--- src/rtl/intvec_pkg.sv ---
package intvec_pkg;

  typedef enum logic [1:0] {
    SEL_RCV  = 2'd0,
    SEL_ACK  = 2'd1,
    SEL_DSP  = 2'd2,
    SEL_NONE = 2'd3
  } sel_e;

  localparam logic ERR_DATA = 1'b0;
  localparam logic ERR_PRIV = 1'b1;

  // bit position of the thread field inside dispatch write data
  localparam int THR_LSB = 8;

endpackage

--- src/rtl/intvec_gate.sv ---
module intvec_gate
  import intvec_pkg::*;
(
  input  logic       valid,
  input  logic       write,
  input  logic [1:0] sel,
  input  logic       hpriv,
  input  logic       priv,
  output logic       ok_rcv_rd,
  output logic       ok_rcv_wr,
  output logic       ok_ack,
  output logic       ok_dsp,
  output logic       err,
  output logic       err_kind
);

  logic bad_dir;

  always_comb begin
    bad_dir = 1'b0;
    case (sel_e'(sel))
      SEL_RCV:  bad_dir = 1'b0;
      SEL_ACK:  bad_dir = write;
      SEL_DSP:  bad_dir = !write;
      default:  bad_dir = 1'b1;
    endcase
  end

  always_comb begin
    ok_rcv_rd = 1'b0;
    ok_rcv_wr = 1'b0;
    ok_ack    = 1'b0;
    ok_dsp    = 1'b0;
    err       = 1'b0;
    err_kind  = ERR_DATA;
    if (valid) begin
      if (!hpriv) begin
        err      = 1'b1;
        err_kind = priv ? ERR_DATA : ERR_PRIV;
      end else if (bad_dir) begin
        err      = 1'b1;
        err_kind = ERR_DATA;
      end else begin
        ok_rcv_rd = (sel == SEL_RCV) && !write;
        ok_rcv_wr = (sel == SEL_RCV) && write;
        ok_ack    = (sel == SEL_ACK);
        ok_dsp    = (sel == SEL_DSP);
      end
    end
  end

endmodule

--- src/rtl/intvec_msb.sv ---
module intvec_msb #(
  parameter int VEC_W = 64,
  localparam int IDX_W = $clog2(VEC_W)
) (
  input  logic [VEC_W-1:0] vec,
  output logic [IDX_W-1:0] idx,
  output logic             any
);

  always_comb begin
    idx = '0;
    any = 1'b0;
    for (int i = 0; i < VEC_W; i++) begin
      if (vec[i]) begin
        idx = IDX_W'(i);
        any = 1'b1;
      end
    end
  end

endmodule

--- src/rtl/intvec_store.sv ---
module intvec_store #(
  parameter int VEC_W = 64
) (
  input  logic             clk,
  input  logic             rst,
  input  logic [VEC_W-1:0] set_bits,
  input  logic [VEC_W-1:0] clr_bits,
  output logic [VEC_W-1:0] pend
);

  // set is merged after the clear, so a collision leaves the bit pending
  always_ff @(posedge clk) begin
    if (rst) pend <= '0;
    else     pend <= (pend & ~clr_bits) | set_bits;
  end

endmodule

--- src/rtl/intvec_recv.sv ---
module intvec_recv
  import intvec_pkg::*;
#(
  parameter int VEC_W = 64,
  parameter int THR_W = 5,
  localparam int IDX_W = $clog2(VEC_W)
) (
  input  logic             clk,
  input  logic             rst,
  input  logic [VEC_W-1:0] irq_set,
  input  logic             acc_valid,
  input  logic             acc_write,
  input  logic [1:0]       acc_sel,
  input  logic [VEC_W-1:0] acc_wdata,
  input  logic             acc_hpriv,
  input  logic             acc_priv,
  output logic             rsp_valid,
  output logic [VEC_W-1:0] rsp_rdata,
  output logic             rsp_err,
  output logic             rsp_err_kind,
  output logic             fault_upd,
  output logic             post_valid,
  output logic [THR_W-1:0] post_thread,
  output logic [IDX_W-1:0] post_vector,
  output logic [VEC_W-1:0] pend_vec
);

  logic             ok_rcv_rd, ok_rcv_wr, ok_ack, ok_dsp, g_err, g_kind;
  logic [IDX_W-1:0] top_idx;
  logic             top_any;
  logic [VEC_W-1:0] clr_bits;
  logic [VEC_W-1:0] rdata_nxt;

  intvec_gate u_gate (
    .valid     (acc_valid),
    .write     (acc_write),
    .sel       (acc_sel),
    .hpriv     (acc_hpriv),
    .priv      (acc_priv),
    .ok_rcv_rd (ok_rcv_rd),
    .ok_rcv_wr (ok_rcv_wr),
    .ok_ack    (ok_ack),
    .ok_dsp    (ok_dsp),
    .err       (g_err),
    .err_kind  (g_kind)
  );

  intvec_msb #(.VEC_W(VEC_W)) u_msb (
    .vec (pend_vec),
    .idx (top_idx),
    .any (top_any)
  );

  always_comb begin
    clr_bits = '0;
    if (ok_rcv_wr)
      clr_bits = acc_wdata;
    else if (ok_ack && top_any)
      clr_bits = {{(VEC_W-1){1'b0}}, 1'b1} << top_idx;
  end

  always_comb begin
    rdata_nxt = '0;
    if (ok_rcv_rd)
      rdata_nxt = pend_vec;
    else if (ok_ack)
      rdata_nxt = {{(VEC_W-IDX_W){1'b0}}, top_idx};
  end

  intvec_store #(.VEC_W(VEC_W)) u_store (
    .clk      (clk),
    .rst      (rst),
    .set_bits (irq_set),
    .clr_bits (clr_bits),
    .pend     (pend_vec)
  );

  always_ff @(posedge clk) begin
    if (rst) begin
      rsp_valid    <= 1'b0;
      rsp_rdata    <= '0;
      rsp_err      <= 1'b0;
      rsp_err_kind <= ERR_DATA;
      fault_upd    <= 1'b0;
      post_valid   <= 1'b0;
      post_thread  <= '0;
      post_vector  <= '0;
    end else begin
      rsp_valid    <= acc_valid;
      rsp_rdata    <= rdata_nxt;
      rsp_err      <= g_err;
      rsp_err_kind <= g_kind;
      fault_upd    <= g_err;
      post_valid   <= ok_dsp;
      if (ok_dsp) begin
        post_thread <= acc_wdata[THR_LSB +: THR_W];
        post_vector <= acc_wdata[IDX_W-1:0];
      end
    end
  end

endmodule

--- config.mk ---
export PLATFORM = sky130hd
export DESIGN_NAME = intvec_recv
export DESIGN_NICKNAME = d
export VERILOG_FILES = /design/src/rtl/intvec_pkg.sv /design/src/rtl/intvec_gate.sv /design/src/rtl/intvec_msb.sv /design/src/rtl/intvec_store.sv /design/src/rtl/intvec_recv.sv
export SDC_FILE = /design/constraint.sdc
export NUM_CORES = 1
export LEC_CHECK = 0
export BUFFER_PORTS_ARGS = -buffer_cell sky130_fd_sc_hd__buf_2
export CAP_MARGIN = 20
export CELL_PAD_IN_SITES_DETAIL_PLACEMENT = 0
export CELL_PAD_IN_SITES_GLOBAL_PLACEMENT = 1
export CORE_MARGIN = 1
export CORE_UTILIZATION = 30
export DETAILED_ROUTE_END_ITERATION = 12
export GPL_TIMING_DRIVEN = 0
export PLACE_DENSITY = 0.87
export SLEW_MARGIN = 30
export SYNTH_ARGS = -nofsm -noshare
export SYNTH_HDL_FRONTEND = slang
export SYNTH_SLANG_ARGS = --single-unit
export TNS_END_PERCENT = 50
--- constraint.sdc ---
create_clock -name clk -period 2.3 [get_ports clk]
set_clock_uncertainty 0.2 [all_clocks]
set_input_delay 0.23 -clock clk [delete_from_list [all_inputs] [get_ports clk]]
set_output_delay 0.23 -clock clk [all_outputs]
set_load 0.01 [all_outputs]
Word level (Yosys, flattened, before mapping)
Index checks and enable logic that the tools add are counted.
Storage, ports and cells
  input port bits: 136
  register bits: 143
Operators by class
  reduce and logical (&&, ||, !) cells: 7
  equal/unequal tests: 2
  muxes and demuxes: 147
  shifts and indexed selects: 1
  bitwise logic cells: 4
Operators with widths (count)
  2-to-1 mux 6 bit: 33
  2-to-1 mux 64 bit: 3
  2-to-1 mux 1 bit: 80
  2-to-1 mux 5 bit: 16
  bitwise AND 64 bit: 1
  NOT 64 bit: 1
  OR 64 bit: 1
  left shift 1 x 6 -> 64 bit, first input constant: 1
  2-to-1 mux 4 bit: 8
  2-to-1 mux 3 bit: 4
  2-to-1 mux 2 bit: 2
  logical AND 1 bit: 3
  one-hot mux 1 bit (3 select lines): 1
  OR reduction 3 bit: 1
  == test 2 x 1 -> 1 bit, second input constant: 1
  == test 2 bit, second input constant: 1
  zero test 2 bit: 1
  OR reduction 2 bit: 1
  zero test 1 bit: 1
  NOT 1 bit: 1

Longest topological paths before layout
Gate-level depths: netlist of run 1.
  word-level depth: 70
  mapped depth: 9
  mapped depth without buffers: 7

By module
From an unflattened synthesis of run 1, not the netlist that was laid out.
Unflattened totals
  cells, all modules: 782
  area, all modules: 6766.5 sq um
By module, submodules not included
  intvec_recv: instances 1, area each 3269.4 sq um, cells an instance 366, sequential area each 1581.5 sq um
  intvec_store: instances 1, area each 2598.7 sq um, cells an instance 263, sequential area each 1281.2 sq um
  intvec_msb: instances 1, area each 827.0 sq um, cells an instance 143, sequential area each 0.0 sq um
  intvec_gate: instances 1, area each 71.3 sq um, cells an instance 10, sequential area each 0.0 sq um

Worst setup path after synthesis of run 1
Ideal clock, no wire load.
  path kind: register -> register
  start point: reg u_store.pend[8]
  end point: reg u_store.pend[30]
  cell stages (with the launch flop): 9
  path buffers: 1
  library setup time: 0.139 ns
  arrival: 2.217 ns
  setup slack: -0.255 ns
  clock period less this slack: 2.555 ns
  cells stage by stage: dfxtp_1 > or4_4 > o2111a_1 > o211ai_2 > nand2_4 > or2_4 > buf_6 > nor4_2 > a211oi_1
On the way
  word-level cells in the longest chain between the ends: 62
  elaborated cells on any way between the ends: 119
  classes of those cells: shift: 1; mux: 114; bitwise: 3; reduce/logical: 1
RTL lines
  start: declaration: RTL line intvec_store.sv:8  | output logic [VEC_W-1:0] pend
  start signal: assignment: RTL line intvec_store.sv:14  | else pend <= (pend & ~clr_bits) | set_bits;
  2-to-1 mux 4 bit or 2-to-1 mux 1 bit (tied branches) (8 in a row): RTL line intvec_msb.sv:14  | if (vec[i]) begin
  2-to-1 mux 5 bit or 2-to-1 mux 1 bit (tied branches) (16 in a row): RTL line intvec_msb.sv:14
  2-to-1 mux 6 bit or 2-to-1 mux 1 bit (tied branches) (32 in a row): RTL line intvec_msb.sv:14
  left shift 1 x 6 -> 64 bit or logical AND 1 bit (tied branches): RTL line intvec_recv.sv:59, intvec_recv.sv:58
  2-to-1 mux 64 bit *: RTL line intvec_recv.sv:58  | else if (ok_ack && top_any)
  2-to-1 mux 64 bit *: RTL line intvec_recv.sv:56  | if (ok_rcv_wr)
  NOT 64 bit *: RTL line intvec_store.sv:14
  bitwise AND 64 bit *: RTL line intvec_store.sv:14
  OR 64 bit *: RTL line intvec_store.sv:14
Mark *: on every way between the ends. The rest lies on a longest branch, timed or not.
A chain may end at the register's enable or synchronous reset.

Final worst setup path of run 1
  start point: reg u_store.pend[8]
  end point: reg u_store.pend[47]
The elaborated chain is that of the path after synthesis.

==> results.txt, run 1 <==
----------------------------------------------------
[GRT]
  Pin count of the biggest net entering global routing ... 17
  Grt total ovfl ... 0
  All-layer global routing usage ... 0.278
  Via count of the first global-routing pass ... 7269
  Global-route wire length before repair ... 42500 um
  Antenna violations before repair ... 1

[Drt]
  Detail-routed via count per cell ... 5.22
  Wire per inst ... slightly above 20 um
  Number of violations reported at the end of detailed-routing iteration 0 ... 446
  Antenna Nets Post-Route ... 0
  Remaining design rule violation count ... 0
  Post-detailed-routing wire length ... between 20000 and 30000 um
  Number of vias after detailed routing ... between 7k and 8k
  TritonRoute pass-1 iters ... 5

[Clocking]
  Worst-Skew Late Latency ... 0.43 ns
  TritonCTS clock tree ... built
  Sinks on the clock net ... 143
  Register clock-pin slew on the reported worst setup and hold paths ... 0.06 ns
  CTS Root Buffer Type ... clkbuf_16
  Worst-case clock buffer depth ... 2
  Maximum level of the CTS H-tree ... 4
  TritonCTS Buffers ... 17

[Worst setup path]
  Top cell family by delay on the critical path ... simple AND/OR/NAND/NOR gates
  Maximum cell stage delay along the critical path ... roughly 0.56 ns
  CP Capture Type ... register
  Worst reg-to-reg setup slack ... -0.29 ns
  Arrival time worst endpoint ... 2.67 ns
  Crit path max fanout ... 5
  Startpoint kind of the worst setup timing path ... register
  Kind of critical path ... reg2reg
  Cell breakdown of the critical path ... or4_4, o2111a_1, o211ai_2, nand2_4, or2_4, buf_16, nor4_4, a211oi_2
  CP max stage cell ... or4_4
  Buf/Inv on CP ... 1
  Required time of the critical path ... 2.39 ns

[Synthesis]
  Count of distinct cell types in the synthesized netlist ... 60
  Portion of synthesized cell area occupied by the leading cell type ... 0.468
  Cell with the most instances after synthesis ... dfxtp_1
  Most area-hungry cell type in the Yosys netlist ... dfxtp_1
  Top flip-flop cell by instance count after synthesis ... dfxtp_1
  Cell area after synthesis ... 6120 um2
  Most frequent cells after synthesis ... 143 x dfxtp_1, 73 x nand2_1, 72 x a21oi_1
  Sequential cell area fraction in the yosys report ... 0.468
  Avg Inst Size Synth ... 8.81 um2
  Main area contributors after synthesis ... dfxtp_1 47%, and2_1 6.1%, a21oi_1 5.9%
  Async set-or-reset flop fraction in the synthesized netlist ... 0
  Number of instances in the synthesized netlist ... 694
  Number of enable-type register cells in the synthesized netlist ... 0
  Post-synthesis sequential element count ... 143
  Total number of yosys warnings ... 0
  Synthesized netlist net count ... just over 800

[STA]
  Max Transition Viols Final ... 0
  Number of endpoints with negative hold slack in the final report ... 0
  RSZ-0062 raised after global routing ... yes
  Setup violation total in the final timing report ... 66
  Period minus WS final ... between 2 and 3 ns
  Max-slew headroom at the worst pin ... 0.373
  Achievable clock frequency ... 387 MHz
  Sum Neg Setup Slack ... -13.68 ns
  Worst-Margin Slew ... 0.940 ns
  PnR worst setup slack ... -0.287 ns
  Final worst-path cycle share ... 1.12

[Flow run]
  Max-cap violation count ... 0

[Place]
  # port buffers ... 278
  Worst setup timing slack at the placement stage ... -1.48 ns
  Routability-driven placement congestion ratio ... 0.835
  Detailed placer's ending HPWL ... slightly below 20000 um
  Cell area after placement ... 7920 um2

[Die]
  I/O Pins ... 280
  Die Span X ... around 140 um
  Die Footprint ... 21000 um2
  Core Area ... 19700 um2
  Starting Density ... 0.310
  Die Y-Extent ... 145 um
  Number of placement rows ... 51

[Status]
  Violated checks ... setup timing
  Outcome ... finished, violations left

[Layout]
  # nets final ... roughly 1.3k
  Final core utilization ... 0.578
  Post-synthesis to final-layout area growth ... 86.2%
  Area of all placed cells without fillers ... 11400 um2
  Layout cell share with drive strength beyond 1 ... 0.446

[Power and ir drop]
  Leak pwr ... 4.95 nW
  Worst vdd rail ir drop ... 535 uV
  Pwr Density ... roughly 610 nW/um2

[Hold path]
  Hold Crit Class ... in2reg

----------------------------------------------------
-- power by group --
part | internal, mW | total (mW) | switching, mW
sequential | 2.57 | 2.77 | 0.191
clock | 1.62 | 2.76 | 1.14
combinational | 0.738 | 1.46 | 0.725
-- tightest hold or removal path: stages --
cell	delay (ns)
buf_2	0.08
nand2_1	0.04
a21oi_1	0.13
nor2_1	0.05
o41a_1	0.10
-- metrics by stage --
step           power (mW)  hold WS, ns  instances
2_1_floorplan        3.15        0.107        694
3_3_place_gp         3.59        0.223       1237
3_5_place_dp         3.61        0.221       1238
4_1_cts              6.81       0.0301       1436
5_1_grt              7.20       0.0719       1448
6_report             6.99       0.0425       1449
-- registers in the layout, indices dropped and copies added, names as in the netlist --
| signal | flops |
|---|---|
| rsp_rdata | 64 |
| post_valid | 1 |
| u_store.pend | 64 |
| fault_upd | 1 |
| post_vector | 6 |
| post_thread | 5 |
| rsp_valid | 1 |
| rsp_err_kind | 1 |
-- layout by cell type, fill, tap and decap left out, types with 15 or more instances in the layout --
| cell | Yosys | routed |
|---|---|---|
| nand2_1 | 73 | 71 |
| a211oi_1 | 30 | 15 |
| buf_4 | 2 | 26 |
| dlygate4sd3_1 | 0 | 129 |
| inv_1 | 25 | 24 |
| dfxtp_1 | 143 | 112 |
| clkbuf_1 | 27 | 23 |
| nor3_1 | 31 | 21 |
| and2_1 | 60 | 58 |
| a21oi_1 | 72 | 72 |
| dfxtp_2 | 0 | 22 |
| a311oi_1 | 30 | 20 |
| buf_2 | 5 | 278 |
| nor4_4 | 0 | 17 |
| clkbuf_16 | 0 | 21 |
| a211oi_2 | 2 | 16 |
| nor2_1 | 57 | 47 |
-- final cells by class --
cell class / count / area [um2]
well taps: 265 / 332
flip-flops and latches: 143 / 2920
clock buffers: 22 / 494
clock inverters: 9 / 83.8
fillers: 1708 / 8330
inverters: 25 / 101
diodes: 2 / 5.00
multi-input cells: 490 / 3840
repair buffers: 458 / 3310
plain buffers: 35 / 290
-- kinds of logic after synthesis --
logic type      Yosys count  share of synthesized area
mux                      12                     0.0196
compound gates          180                      0.207
simple gates            298                      0.265
buf+inv                  61                     0.0409
flops                   143                      0.468
-- final timing paths --
check                   from               end  cells past startpoint
min reg2reg   post_vector[3]    post_vector[3]                      2
max          u_store.pend[8]  u_store.pend[47]                      8
min            acc_wdata[54]  u_store.pend[54]                      5
max reg2reg  u_store.pend[8]  u_store.pend[47]                      8
-- routing by layer --
| metal | up-vias | GRT usage | share of wire |
|---|---|---|---|
| met4 | 0 | 0.114 | 0.036 |
| li1 | 3486 | - | - |
| met1 | 3664 | 0.343 | 0.42 |
| met5 | - | 0 | 0 |
| met3 | 69 | 0.0536 | 0.066 |
| met2 | 343 | 0.474 | 0.48 |
-- repair_timing --
item | CTS | global route
pin swaps | 50 | 46
cloned | 5 | 1
setup buffers | 33 | 11
hold endpoints to repair | 78 | 0
hold buffers | 129 | 0
endpoints found under the setup margin | 68 | 71
resized for setup | 154 | 80
(Power assumes the default switching activity.)
==> run 2: changes to the inputs <==
- CORE_UTILIZATION: 30 -> 35
- CTS_BUF_LIST: default -> sky130_fd_sc_hd__clkbuf_4 sky130_fd_sc_hd__clkbuf_8
- PLACE_DENSITY: 0.87 -> 0.94
- clock period: 2.3 -> 2.8 ns (I/O delays scaled with it)
==> run 2 against run 1 <==
Fmax down 4.5%; total power down 29%; highest routed layer unchanged; final area down 13%; via count down 5.2%; sequential power down 19%; first-iteration DRC count up 10%; the flow now finishes without violations; non-clock buffer count down 36; combinational power down 38%; worst hold slack worse by 0.016 ns; largest cell class unchanged; sequential cell count unchanged; wire length down 12%.
==> results.txt, run 2 (synthesis gave the netlist of run 1 again) <==
----------------------------------------------------
[Power and ir drop]
  Pwr Total ... 4.95 mW (-29%)
  Pwr Density ... 498 nW/um2 (-19%)
  Leak pwr ... 4.48 nW (-9.4%)
  Worst vdd rail ir drop ... 369 uV (-31%)

[Worst setup path]
  FF-to-FF Start ... u_store.pend[44]
  Endpoint of the worst-slack reg-to-reg timing path ... u_store.pend[13]
  R2R cell count ... 8 (unchanged)
  Startpoint kind of the worst setup timing path ... register
  CP Capture Type ... register
  Worst reg-to-reg setup slack ... 0.09 ns (+0.38 ns)
  Crit path max fanout ... 10 (+5)
  Required time of the critical path ... 2.97 ns (+0.58 ns)
  Kind of critical path ... reg2reg
  Arrival time worst endpoint ... 2.88 ns (+0.21 ns)

[Layout]
  Post-layout instance count excluding filler cells ... 1367 (-5.7%)
  # nets final ... 1270 (-2.8%)
  Most common library cell in the layout ignoring fill and taps ... buf_2
  Antenna diode count ... 0 (-2)
  Top library cells by usage in the layout, fill and taps aside ... 279 x buf_2, 139 x dfxtp_1, 128 x dlygate4sd3_1, 72 x a21oi_1, 71 x nand2_1
  Area of all placed cells without fillers ... 9930 um2 (-13%)
  Final core utilization ... 0.591 (+0.0130)
  Post-synthesis to final-layout area growth ... 62.4%
  Layout cell share with drive strength beyond 1 ... 0.353 (-0.0928)
  Largest registers in the final layout ... rsp_rdata: 64 flops, u_store.pend: 64 flops, post_vector: 6 flops
  Filler instances ... 1495 (-12%)

[Place]
  Cell area after placement ... 7800 um2 (-1.5%)
  # port buffers ... 278 (unchanged)
  Worst setup timing slack at the placement stage ... -0.909 ns (+0.572 ns)
  Placed Instances ... 1193 (-3.6%)
  Routability-driven placement congestion ratio ... 0.843 (+0.91%)
  Detailed placer's ending HPWL ... 18800 um (-4.5%)

[Clocking]
  Sinks on the clock net ... 143 (unchanged)
  Maximum level of the CTS H-tree ... 4 (unchanged)
  Register clock-pin slew on the reported worst setup and hold paths ... 0.09 ns (+0.03 ns)
  CTS Root Buffer Type ... clkbuf_8
  TritonCTS Buffers ... 17 (unchanged)
  Worst-Skew Late Latency ... 0.47 ns (+0.04 ns)
  TritonCTS clock tree ... built
  Worst-case clock buffer depth ... 2 (unchanged)

[STA]
  PnR worst setup slack ... 0.0919 ns (+0.379 ns)
  Hold slack ... 0.0269 ns (-0.0156 ns)
  Final worst-path cycle share ... 0.967 (-0.157)
  Setup violation total in the final timing report ... 0 (-100%)
  Max Transition Viols Final ... 0 (unchanged)
  Achievable clock frequency ... 369 MHz (-4.5%)
  Max-slew headroom at the worst pin ... 0.458 (+0.0852)
  Number of endpoints with negative hold slack in the final report ... 0 (unchanged)
  Period minus WS final ... 2.71 ns (+0.121 ns)
  Worst-Margin Slew ... 0.812 ns (-0.128 ns)
  Sum Neg Setup Slack ... 0 ns (+13.68 ns)

[Die]
  Die Y-Extent ... 134 um (-7.3%)
  Core Area ... 16800 um2 (-15%)
  Die Span X ... 134 um (-7.3%)
  I/O Pins ... 280 (unchanged)
  Number of placement rows ... 47 (-7.8%)
  Die Footprint ... 18000 um2 (-14%)
  Starting Density ... 0.364 (+0.0535)

[Drt]
  Remaining design rule violation count ... 0 (unchanged)
  Post-detailed-routing wire length ... 26200 um (-12%)
  Antenna Nets Post-Route ... 0 (unchanged)
  Number of violations reported at the end of detailed-routing iteration 0 ... 491 (+10%)
  TritonRoute pass-1 iters ... 5 (unchanged)
  Number of vias after detailed routing ... 7171 (-5.2%)
  Wire per inst ... 19.2 um (-6.5%)
  Detail-routed via count per cell ... 5.25 (+0.52%)

[GRT]
  Global-route wire length before repair ... 39300 um (-7.5%)
  Via count of the first global-routing pass ... 7085 (-2.5%)
  Antenna violations before repair ... 0 (-1)
  Grt total ovfl ... 0 (unchanged)
  Pin count of the biggest net entering global routing ... 17 (unchanged)
  All-layer global routing usage ... 0.290 (+0.0120)

[Flow run]
  Max-cap violation count ... 0 (unchanged)

[Hold path]
  Hold_sp ... acc_wdata[54]
  WHS Endpoint ... u_store.pend[54]
  Hold Crit Class ... in2reg
  WHS Path Cells ... 5 (unchanged)

[Status]
  Outcome ... finished clean

----------------------------------------------------
## run 2: worst max-delay path by stage
stage                     start                to  slack, ns  cells past startpoint
2_1_floorplan   u_store.pend[8]  u_store.pend[30]       0.24                      8
3_3_place_gp    u_store.pend[1]  u_store.pend[41]      -0.95                      8
3_5_place_dp    u_store.pend[5]  u_store.pend[25]      -0.91                      8
4_1_cts        u_store.pend[48]   u_store.pend[4]      0.009                      8
5_1_grt        u_store.pend[41]  u_store.pend[17]     -0.006                      7
6_report       u_store.pend[44]  u_store.pend[13]       0.09                      8
## run 2: timing repair
item                       in CTS  in global routing
hold buffers                  128                  0
buffers inserted                8                  7
resized for setup              48                 34
hold endpoints to repair       78                  0
pin swaps                       5                  8
setup endpoints to repair      66                 62
## run 2: layout make-up
type	count	area [um2]	share of cell area
Buffer	35	194	0.0195
Clock buffer	19	262	0.0263
Clock inverter	13	159	0.0160
Inverter	25	93.8	0.00945
Multi-Input combinational cell	490	3280	0.330
Sequential cell	143	2870	0.289
Tap cell	220	275	0.0277
Timing Repair Buffer	422	2810	0.282
## run 2: report_power, final
part	total, mW	leakage [nW]	switching [mW]	internal, mW
Combinational	0.907	3.10	0.472	0.435
Sequential	2.25	1.17	0.141	2.11
Clock	1.79	0.209	0.861	0.929
Total	4.95	4.48	1.47	3.47
## run 2: per-layer routing
metal  global-route usage  up-vias  part of all wire
met5                    0        -                 0
met4               0.0886        0             0.022
met3               0.0631       44             0.069
met2                0.492      325              0.49
met1                0.367     3403              0.42
li1                     -     3399                 -
## run 2: critical path, stage by stage (launching register included)
cell and delay [ns]:
dfxtp_1 0.37, or4_1 0.64, nor2b_2 0.23, o211ai_2 0.16, a31oi_4 0.29, or2_4 0.21, buf_6 0.19, nor2_2 0.09
a211oi_1 0.24
==> run 3: changes to the inputs <==
- CELL_PAD_IN_SITES_DETAIL_PLACEMENT: 0 -> 1
==> run 3 against run 2 <==
The run now ends with setup timing left; global-route usage is 8.8 points higher; register-to-register slack worse by 0.19 ns; worst hold slack worse by 0.019 ns; total power is 5.9% higher; sequential power hardly changed; critical endpoint is now u_store.pend[46].
==> results.txt, run 3 (synthesis gave the netlist of run 1 again) <==
----------------------------------------------------
[Layout]
  Filler instances ... 2012 (+35%)
  Most common library cell in the layout ignoring fill and taps ... buf_2
  Largest registers in the final layout ... rsp_rdata: 64 flops, u_store.pend: 64 flops, post_vector: 6 flops
  Top library cells by usage in the layout, fill and taps aside ... 278 x buf_2, 136 x dfxtp_1, 120 x dlygate4sd3_1, 72 x a21oi_1, 71 x nand2_1
  Layout cell share with drive strength beyond 1 ... 0.365 (+0.0116)
  # nets final ... 1261 (-0.71%)
  Post-synthesis to final-layout area growth ... 63.1%
  Area of all placed cells without fillers ... 9980 um2 (+0.45%)
  Post-layout instance count excluding filler cells ... 1361 (-0.44%)

[STA]
  Setup violation total in the final timing report ... 3 (+3)
  Period minus WS final ... 2.90 ns (+0.193 ns)
  Number of endpoints with negative hold slack in the final report ... 0 (unchanged)
  RSZ-0062 raised after global routing ... yes
  Final worst-path cycle share ... 1.04 (+0.0690)
  Max-slew headroom at the worst pin ... 0.379 (-0.0792)
  Max Transition Viols Final ... 0 (unchanged)
  PnR worst setup slack ... -0.101 ns (-0.193 ns)
  Achievable clock frequency ... 345 MHz (-6.7%)
  Worst-Margin Slew ... 0.931 ns (+0.119 ns)

[Clocking]
  Worst-Skew Late Latency ... 0.48 ns (about the same)
  Sinks on the clock net ... 143 (unchanged)
  TritonCTS Buffers ... 17 (unchanged)
  Worst-case clock buffer depth ... 2 (unchanged)
  Register clock-pin slew on the reported worst setup and hold paths ... 0.10 ns (about the same)
  Maximum level of the CTS H-tree ... 4 (unchanged)
  TritonCTS clock tree ... built
  CTS Root Buffer Type ... clkbuf_8

[Worst setup path]
  Required time of the critical path ... 2.97 ns (about the same)
  Buf/Inv on CP ... 1 (unchanged)
  Kind of critical path ... reg2reg
  FF-to-FF Start ... u_store.pend[55]
  Maximum cell stage delay along the critical path ... 0.51 ns (-0.13 ns)
  Top cell family by delay on the critical path ... compound AO/OA/AOI/OAI gates
  Arrival time worst endpoint ... 3.07 ns (+0.19 ns)
  CP max stage cell ... dfxtp_1
  CP Capture Type ... register
  R2R cell count ... 8 (unchanged)
  Crit path max fanout ... 10 (unchanged)
  Startpoint kind of the worst setup timing path ... register
  Endpoint of the worst-slack reg-to-reg timing path ... u_store.pend[46]
  Cell breakdown of the critical path ... nor3b_1, nor3_2, o211a_1, a221oi_2, o2bb2ai_4, o21ba_2, clkbuf_4, a211oi_2
  Worst reg-to-reg setup slack ... -0.10 ns (-0.19 ns)

[Die]
  Die Footprint ... 18000 um2 (unchanged)
  Die Y-Extent ... 134 um (unchanged)
  Starting Density ... 0.364 (unchanged)
  Number of placement rows ... 47 (unchanged)
  Core Area ... 16800 um2 (unchanged)
  Die Span X ... 134 um (unchanged)
  I/O Pins ... 280 (unchanged)

[GRT]
  All-layer global routing usage ... 0.378 (+0.0880)
  Pin count of the biggest net entering global routing ... 17 (unchanged)
  Grt total ovfl ... 0 (unchanged)
  Antenna violations before repair ... 3 (+3)
  Global-route wire length before repair ... 51000 um (+30%)
  Via count of the first global-routing pass ... 8709 (+23%)

[Place]
  Worst setup timing slack at the placement stage ... -1.05 ns (-0.139 ns)
  Routability-driven placement congestion ratio ... 0.843 (unchanged)
  Placed Instances ... 1193 (unchanged)
  Detailed placer's ending HPWL ... 20800 um (+11%)
  Cell area after placement ... 7800 um2 (unchanged)
  # port buffers ... 278 (unchanged)

[Drt]
  Number of violations reported at the end of detailed-routing iteration 0 ... 644 (+31%)
  TritonRoute pass-1 iters ... 6 (+1)
  Number of vias after detailed routing ... 8023 (+12%)
  Detail-routed via count per cell ... 5.89 (+12%)
  Wire per inst ... 25.5 um (+33%)
  Antenna Nets Post-Route ... 0 (unchanged)
  Remaining design rule violation count ... 0 (unchanged)
  Post-detailed-routing wire length ... 34700 um (+32%)

[Power and ir drop]
  Pwr Total ... 5.24 mW (+5.9%)
  Leak pwr ... 4.48 nW (-0.17%)
  Pwr Density ... 525 nW/um2 (+5.4%)
  Worst vdd rail ir drop ... 313 uV (-15%)

[Hold path]
  WHS Endpoint ... u_store.pend[20]
  Hold_sp ... acc_wdata[20]
  Hold Crit Class ... in2reg
  WHS Path Cells ... 4 (-1)

[Status]
  Outcome ... finished, violations left
  Violated checks ... setup timing

[Flow run]
  Max-cap violation count ... 0 (unchanged)

----------------------------------------------------
run 3: how the worst max path moves through the flow:
stage	from	to	cells past startpoint
2_1_floorplan	u_store.pend[8]	u_store.pend[30]	8
3_5_place_dp	u_store.pend[5]	u_store.pend[25]	8
5_1_grt	u_store.pend[55]	u_store.pend[46]	8
3_3_place_gp	u_store.pend[1]	u_store.pend[41]	8
4_1_cts	u_store.pend[3]	u_store.pend[32]	8
6_report	u_store.pend[55]	u_store.pend[46]	8
run 3: routing by layer:
metal,global-route usage,wire [um]
met1,0.414,12600
met2,0.662,17300
met3,0.0801,2660
met4,0.245,2160
met5,0,0
run 3: cell type report:
| cell class | count | area [um2] | share of cell area |
|---|---|---|---|
| diodes | 3 | 7.51 | 0.000752 |
| multi-input cells | 490 | 3360 | 0.336 |
| clock inverters | 14 | 213 | 0.0213 |
| repair buffers | 412 | 2710 | 0.272 |
| plain buffers | 36 | 209 | 0.0209 |
| well taps | 220 | 275 | 0.0276 |
| flip-flops and latches | 143 | 2870 | 0.288 |
| clock buffers | 18 | 241 | 0.0242 |
| inverters | 25 | 93.8 | 0.00940 |
run 3: power by group:
group / total (mW) / internal, mW / switching (mW)
Combinational: 0.971 / 0.429 / 0.542
Sequential: 2.26 / 2.11 / 0.154
Clock: 2.00 / 1.07 / 0.931
run 3: repair_timing:
action                                  CTS  global route
endpoints found under the setup margin   66            62
buffers inserted                         10             3
pin swaps                                 8             7
hold endpoints to repair                 78             0
resized for setup                        50            56
hold buffers                            120             0
run 3: metrics by stage:
step,TNS (ns),utilization,hold slack (ns)
5_1_grt,-0.694,0.593,0.00756
3_5_place_dp,-30.84,0.464,0.253
6_report,-0.112,0.593,0.00748
3_3_place_gp,-28.95,0.463,0.246
2_1_floorplan,0,-,0.157
4_1_cts,-0.0157,0.579,0.00290
run 3: tightest hold or removal path, cell delays in order:
cell and delay [ns]:
buf_2 0.09, nand2_1 0.05, a21oi_1 0.16, a211oi_1 0.06
